## src/rtl/rc5_rx_pkg.sv

```systemverilog
package rc5_rx_pkg;

  typedef enum logic {
    ST_IDLE = 1'b0,
    ST_RUN  = 1'b1
  } rx_state_e;

  // Sample instant: a quarter bit after each counter bit boundary.
  // The start edge lies half a bit into bit 0, so this is 3/4 of each bit.
  function automatic logic at_sample_point(input int unsigned cnt,
                                           input int unsigned tpb);
    return (cnt % tpb) == (tpb / 4);
  endfunction

  function automatic logic field_toggle(input logic [11:0] low);
    return low[11];
  endfunction

  function automatic logic [4:0] field_address(input logic [11:0] low);
    return low[10:6];
  endfunction

  function automatic logic [5:0] field_command(input logic [11:0] low);
    return low[5:0];
  endfunction

endpackage

```

## src/rtl/rc5_in_sync.sv

```systemverilog
module rc5_in_sync (
  input  logic clk,
  input  logic rst,
  input  logic din,
  output logic level,
  output logic rise
);
  logic [2:0] stg;

  always_ff @(posedge clk) begin
    if (rst) stg <= '0;
    else     stg <= {stg[1:0], din};
  end

  assign level = stg[1];
  assign rise  = stg[1] & ~stg[2];
endmodule

```

## src/rtl/rc5_frame_timer.sv

```systemverilog
module rc5_frame_timer
  import rc5_rx_pkg::*;
#(
  parameter int unsigned TICKS_PER_BIT = 32,
  parameter int unsigned NUM_BITS      = 14,
  parameter int unsigned GUARD_BITS    = 32,
  localparam int unsigned GUARD_TICKS  = GUARD_BITS * TICKS_PER_BIT,
  localparam int unsigned CW           = $clog2(GUARD_TICKS + 1),
  localparam int unsigned BW           = $clog2(NUM_BITS + 1)
) (
  input  logic          clk,
  input  logic          rst,
  input  logic          tick_en,
  input  logic          start_req,
  output logic          busy,
  output logic          start_pulse,
  output logic          sample_stb,
  output logic          done_stb,
  output logic [BW-1:0] bit_cnt
);
  rx_state_e     state;
  logic [CW-1:0] cnt;

  assign busy        = (state == ST_RUN);
  assign start_pulse = (state == ST_IDLE) && start_req;
  assign sample_stb  = busy && tick_en && at_sample_point(32'(cnt), TICKS_PER_BIT)
                       && (bit_cnt < BW'(NUM_BITS));
  assign done_stb    = busy && tick_en && (cnt == CW'(GUARD_TICKS - 1));

  always_ff @(posedge clk) begin
    if (rst) begin
      state   <= ST_IDLE;
      cnt     <= '0;
      bit_cnt <= '0;
    end else if (start_pulse) begin
      state   <= ST_RUN;
      cnt     <= '0;
      bit_cnt <= '0;
    end else if (busy && tick_en) begin
      if (done_stb) begin
        state <= ST_IDLE;
        cnt   <= '0;
      end else begin
        cnt <= cnt + 1'b1;
      end
      if (sample_stb) bit_cnt <= bit_cnt + 1'b1;
    end
  end
endmodule

```

## src/rtl/rc5_shift_capture.sv

```systemverilog
module rc5_shift_capture #(
  parameter int unsigned NUM_BITS = 14
) (
  input  logic                clk,
  input  logic                rst,
  input  logic                clear,
  input  logic                shift,
  input  logic                din,
  output logic [NUM_BITS-1:0] word
);
  always_ff @(posedge clk) begin
    if (rst || clear) word <= '0;
    else if (shift)   word <= {word[NUM_BITS-2:0], din};
  end
endmodule

```

## src/rtl/rc5_frame_rx.sv

```systemverilog
module rc5_frame_rx
  import rc5_rx_pkg::*;
#(
  parameter int unsigned TICKS_PER_BIT = 32,
  parameter int unsigned NUM_BITS      = 14,
  parameter int unsigned GUARD_BITS    = 32,
  localparam int unsigned BW           = $clog2(NUM_BITS + 1)
) (
  input  logic                clk,
  input  logic                rst,
  input  logic                tick_en,
  input  logic                ir_in,
  output logic [NUM_BITS-1:0] frame_word,
  output logic                toggle_bit,
  output logic [4:0]          address,
  output logic [5:0]          command,
  output logic                frame_valid
);
  // Named internal events, observed by the bound checker.
  logic          line_lvl;
  logic          line_rise;
  logic          busy;
  logic          start_pulse;
  logic          sample_stb;
  logic          done_stb;
  logic [BW-1:0] bit_cnt;

  rc5_in_sync u_sync (
    .clk   (clk),
    .rst   (rst),
    .din   (ir_in),
    .level (line_lvl),
    .rise  (line_rise)
  );

  rc5_frame_timer #(
    .TICKS_PER_BIT (TICKS_PER_BIT),
    .NUM_BITS      (NUM_BITS),
    .GUARD_BITS    (GUARD_BITS)
  ) u_timer (
    .clk         (clk),
    .rst         (rst),
    .tick_en     (tick_en),
    .start_req   (line_rise),
    .busy        (busy),
    .start_pulse (start_pulse),
    .sample_stb  (sample_stb),
    .done_stb    (done_stb),
    .bit_cnt     (bit_cnt)
  );

  rc5_shift_capture #(
    .NUM_BITS (NUM_BITS)
  ) u_cap (
    .clk   (clk),
    .rst   (rst),
    .clear (start_pulse),
    .shift (sample_stb),
    .din   (line_lvl),
    .word  (frame_word)
  );

  always_ff @(posedge clk) begin
    if (rst) frame_valid <= 1'b0;
    else     frame_valid <= done_stb;
  end

  assign toggle_bit = field_toggle(frame_word[11:0]);
  assign address    = field_address(frame_word[11:0]);
  assign command    = field_command(frame_word[11:0]);
endmodule

```

## config.mk

```make
export PLATFORM = sky130hd
export DESIGN_NAME = rc5_frame_rx
export DESIGN_NICKNAME = d
export VERILOG_FILES = /design/src/rtl/rc5_rx_pkg.sv /design/src/rtl/rc5_in_sync.sv /design/src/rtl/rc5_frame_timer.sv /design/src/rtl/rc5_shift_capture.sv /design/src/rtl/rc5_frame_rx.sv
export SDC_FILE = /design/constraint.sdc
export NUM_CORES = 1
export LEC_CHECK = 0
export BUFFER_PORTS_ARGS = -buffer_cell sky130_fd_sc_hd__buf_2
export CAP_MARGIN = 20
export CORE_AREA = 2 2 54 56
export DETAILED_ROUTE_END_ITERATION = 8
export DIE_AREA = 0 0 56 58
export GPL_TIMING_DRIVEN = 0
export PLACE_DENSITY_LB_ADDON = 0.08
export SKIP_CTS_REPAIR_TIMING = 1
export SYNTH_ARGS = -nofsm -noshare
export SYNTH_HDL_FRONTEND = slang
export SYNTH_SLANG_ARGS = --single-unit
```

## constraint.sdc

```tcl
create_clock -name clk -period 4.6 [get_ports clk]
set_input_delay 0.46 -clock clk [delete_from_list [all_inputs] [get_ports clk]]
set_output_delay 0.46 -clock clk [all_outputs]
set_load 0.02 [all_outputs]
```

# == Word level (Yosys, flattened, before mapping) ==
# Cells that the tools add are included.
# classes
add_sub_neg,2
mul,0
n_div,0
order_cmp,1
n_eq_ne,2
shift,0
mux,4
bitwise_logic,3
n_reduce_logical,11
# ops
op,n
$add A11 B1 Y11 const B,1
$eq A11 B10 Y1 const B,1
$mux W11,1
$eq A5 B4 Y1 const B,1
$logic_and A1 B1 Y1,5
$add A4 B1 Y4 const B,1
$lt A4 B4 Y1 const B,1
$reduce_and A2 Y1,2
$reduce_bool A2 Y1,2
$mux W1,3
$not A1 Y1,2
$reduce_or A2 Y1,1
$and A1 B1 Y1,1
$logic_or A1 B1 Y1,1
# word_totals
regBits,34
latch_bits,0
mem_bits_rw,0
mem_bits_ro,0
out_inout_bits,27
wordCells,29
n_memories,0

# == Logic depth before layout (Yosys ltp) ==
# logic_depth
word_depth,5
depth_mapped,7
depth_no_buf,6

# == Cells and area by module ==
# From an unflattened synthesis, not the netlist that was laid out.
# unflattened
hier_cells,155
hier_area_um2,1505.2
# modules_own_cells
module,n_inst,cells_per_inst,area_each_um2,seq_area_each_um2
rc5_frame_timer,1,87,773.2,320.3
rc5_shift_capture,1,47,520.5,280.3
rc5_frame_rx,1,14,123.9,20.0
rc5_in_sync,1,7,87.6,60.1

# == Least setup slack after synthesis ==
# OpenSTA, ideal clock, no wires.
# synth_path
path_kind,register to register
start,reg u_timer.cnt[0]
end,reg u_cap.word[0]
setup_ns,0.117
arrival_time_ns,1.324
slack_ns,3.159
stages_incl_launch_ff,8
path_cell_list,dfxtp_1 inv_1 ha_1 and4bb_4 nand3_4 buf_6 mux2i_1 nor2_1
# synth_via
elab_chain_cells,3
# synth_lines
element,line,text
"start, declared",rc5_frame_timer.sv:22,logic [CW-1:0] cnt;
"start signal, assigned",rc5_frame_timer.sv:44,cnt <= cnt + 1'b1;
$eq A5 B4 Y1,rc5_rx_pkg.sv:12,return (cnt % tpb) == (tpb / 4);
$logic_and A1 B1 Y1,rc5_frame_timer.sv:26,"assign sample_stb = busy && tick_en && at_sample_point(32'(cnt), TICKS_PER_BIT)"
$logic_and A1 B1 Y1,rc5_frame_timer.sv:27,&& (bit_cnt < BW'(NUM_BITS));
"end signal, assigned",rc5_shift_capture.sv:13,"else if (shift) word <= {word[NUM_BITS-2:0], din};"
"end, declared",rc5_shift_capture.sv:9,output logic [NUM_BITS-1:0] word
# Every way passes these cells.
# A chain may end at the register's enable or synchronous reset.

# == Final worst setup path ==
# layout_path
start,reg u_timer.cnt[1]
end,reg u_timer.cnt[3]
# layout_via
elab_chain_cells,3
elab_cells_between_ends,4
cone_classes,add/sub: 1; eq/ne: 1; mux: 1; reduce/logical: 1
# layout_lines
element,line,text
"parallel branches: the longest is 2 deep, another holds $add A11 B1 Y11",-,
$mux W11 *,rc5_frame_timer.sv:40,if (done_stb) begin
# Mark *: on every way between the ends.

==> out/results.ini <==
[setup_path]
rr_startpoint=u_timer.cnt[1]
worstSetupPathType=flip-flop to flip-flop
regToRegSetupSlack_ns=2.97
cp-endpoint=u_timer.cnt[3]
reg2reg_to=u_timer.cnt[3]
cp.required_ns=4.81
rr_worst_depth=6
crit_path_start_kind=flip-flop
worstSetupEndpointType=flip-flop
crit_start=u_timer.cnt[1]
cp_max_fo=7
critical_path_arrival_ns=1.84

[cells_and_area]
fill_cells=246
area_delta_synth_final_pct=18.51
stdcell_count=218
antenna_cells=0
drive_above_1_share_pct=32.09
final_cell_area_mm2=0.001714
final_nets=193

[timing]
worstMarginPinSlew_ns=0.2977
hold_viol_final=0
fin_tns_setup_ns=0
setup_slack_ns=2.973
slew_violations=0
post-route-min-period_ns=1.627
rsz0062_at_grt=false
relSlewSlack_pct=80.11
fmax_mhz=614.6
period_share_pct=35.37
fin_skew_ns=0.01180
setup_violations=0

[die]
dieArea_mm2=0.003248
rows=19
io-pin-count=31
coreArea_mm2=0.002663
start_util_pct=54.32
die_height_um=58
die_x_um=56

[placed_design]
pre_cts_ws_ns=2.984
hpwl_um=1830
portBuffers=30
gp_congestion=0.8073
placed_cell_area_mm2=0.001635
post-place-cells=210

[detailed_routing]
antenna_left=0
vias_per_cell=5.128
detail_route.wl_per_cell_um=11.43
dr_wl_met3_um=152
initialDrtViolationCount=23
vias=1118
wl_met1_um=1133
firstDrtPassIters=4
wl_met2_um=1188
routed.top_layer=met4
drc=0
wl_um=2491

[clock_tree]
cts_tree=yes
clk_pin_slew_ns=0.11
clockBufferDepth=2
worstSkewPairLatency_ns=0.32
root_buffer=clkbuf_4
htreeDepth=2
cts_inserted_buffers=5
cts_sinks=34

[yosys]
ys_async_sr_fraction_pct=0
yosysSeqAreaShare_pct=47.06
syn-num-nets=156
synth_top_area_share_pct=47.06
synth_seq_cells=34
synth_flop_cell=dfxtp_1
synth_area_leaders=dfxtp_1, mux2i_1, nor2_1
avgSynthCellArea_um2=9.707
syn_area_mm2=0.001446
synth_edf_count=0
yosysMostFrequentCell=dfxtp_1
synthTopCellsByCount=dfxtp_1, nor2_1, mux2i_1, buf_4, nand3_1
yosys_warnings=0
synth.distinct_cells=27
synth_top_area_cell=dfxtp_1
synthCells=149

[min_path]
min_path_type=primary input to flip-flop

[power_and_ir_drop]
p_per_area_mw_per_mm2=295.7
totalPowerFinal_mw=0.5069
ir_worst_vdd_v=0.0002447
total_leakage_power_nw=0.8804

[global_routing]
grt_max_degree=11
grt_usage_pct=16.58
grt_pass1_wl_um=4298
grt-ovfl-total=0
grt_pass1_vias=1048
antenna_found_initial=0

[run_status]
status=complete, no violations

[job]
drv_cap=0

[area by class of cell]
type	instances	area (um^2)	share of cell area (%)
Clock buffer	8	78.83	4.599
Inverter	2	7.507	0.4380
Sequential cell	34	680.7	39.71
Buffer	17	121.4	7.080
Multi-Input combinational cell	96	636.9	37.15
Timing Repair Buffer	30	150.1	8.759
Tap cell	31	38.79	2.263
[cells by family (layout without fill, tap and decap cells)]
| kind of cell | Yosys count | after routing | share of synthesized area (%) |
|---|---|---|---|
| AND/OR/NAND/NOR | 64 | 64 | 23.27 |
| flip-flops | 34 | 34 | 47.06 |
| buffers and inverters | 19 | 57 | 8.910 |
| multiplexers | 14 | 14 | 9.688 |
| XOR/XNOR | 10 | 10 | 6.055 |
| AO/OA/AOI/OAI | 5 | 5 | 2.422 |
| adder cells (fa/ha/maj) | 3 | 3 | 2.595 |
[per-layer routing]
layer  vias to the layer above  track usage (%)
met4                         0            5.782
li1                        561                -
met3                         2            4.688
met2                        31            27.90
met5                         -                0
met1                       524            20.53
[sequential cells by signal, indices dropped and copies added, names as in the netlist]
| name | count |
|---|---|
| frame_valid | 1 |
| u_cap.word | 14 |
| u_sync.stg | 3 |
| u_timer.bit_cnt | 4 |
| u_timer.busy | 1 |
| u_timer.cnt | 11 |
[worst min path at each step]
stage / startpoint / to / cells after the start
after floorplan: u_sync.stg[0] / u_sync.stg[1] / 1
after global placement: u_sync.stg[0] / u_sync.stg[1] / 1
after detailed placement: u_sync.stg[0] / u_sync.stg[1] / 1
after CTS: ir_in / u_sync.stg[0] / 2
after global routing: ir_in / u_sync.stg[0] / 2
final: ir_in / u_sync.stg[0] / 2
[worst max-delay path, cell delays in order (launching register included)]
cell	delay, ns
dfxtp_1	0.42
ha_1	0.17
and3_1	0.14
buf_2	0.17
nand4_1	0.25
nand2_1	0.29
nor2_1	0.09
[cell usage in the layout, fill, tap and decap left out]
cell / synthesis / final
buf_2: 4 / 34
dfxtp_1: 34 / 34
nor2_1: 28 / 28
mux2i_1: 14 / 14
buf_4: 12 / 12
nand3_1: 7 / 7
nand2_1: 6 / 6
xor2_1: 6 / 6
nand4_1: 5 / 5
clkbuf_4: 0 / 5
and3_1: 4 / 4
nor2b_1: 4 / 4
xnor2_1: 4 / 4
a21oi_1: 3 / 3
ha_1: 3 / 3
clkbuf_8: 0 / 3
inv_1: 2 / 2
and2_1: 2 / 2
nor3b_1: 1 / 1
or2_2: 1 / 1
and4bb_4: 1 / 1
nand3_4: 1 / 1
buf_6: 1 / 1
and4_1: 1 / 1
nor4_2: 1 / 1
a41oi_1: 1 / 1
nor3_1: 1 / 1
o221a_1: 1 / 1
nor2_2: 1 / 1
[where the power goes]
part           total [mW]  switching (mW)  internal (mW)
combinational      0.0128         0.00850        0.00430
clock               0.197          0.0922          0.104
sequential          0.298         0.00157          0.296
total               0.507           0.102          0.405
[per-stage QoR]
step	utilization, %	hold slack, ns
global route	64.38	0.3355
CTS	64.38	0.3391
detailed placement	61.42	0.4321
floorplan	-	0.4138
global placement	61.42	0.4340
finish	64.38	0.3566
No activity file was read; power rests on OpenSTA's default activity.
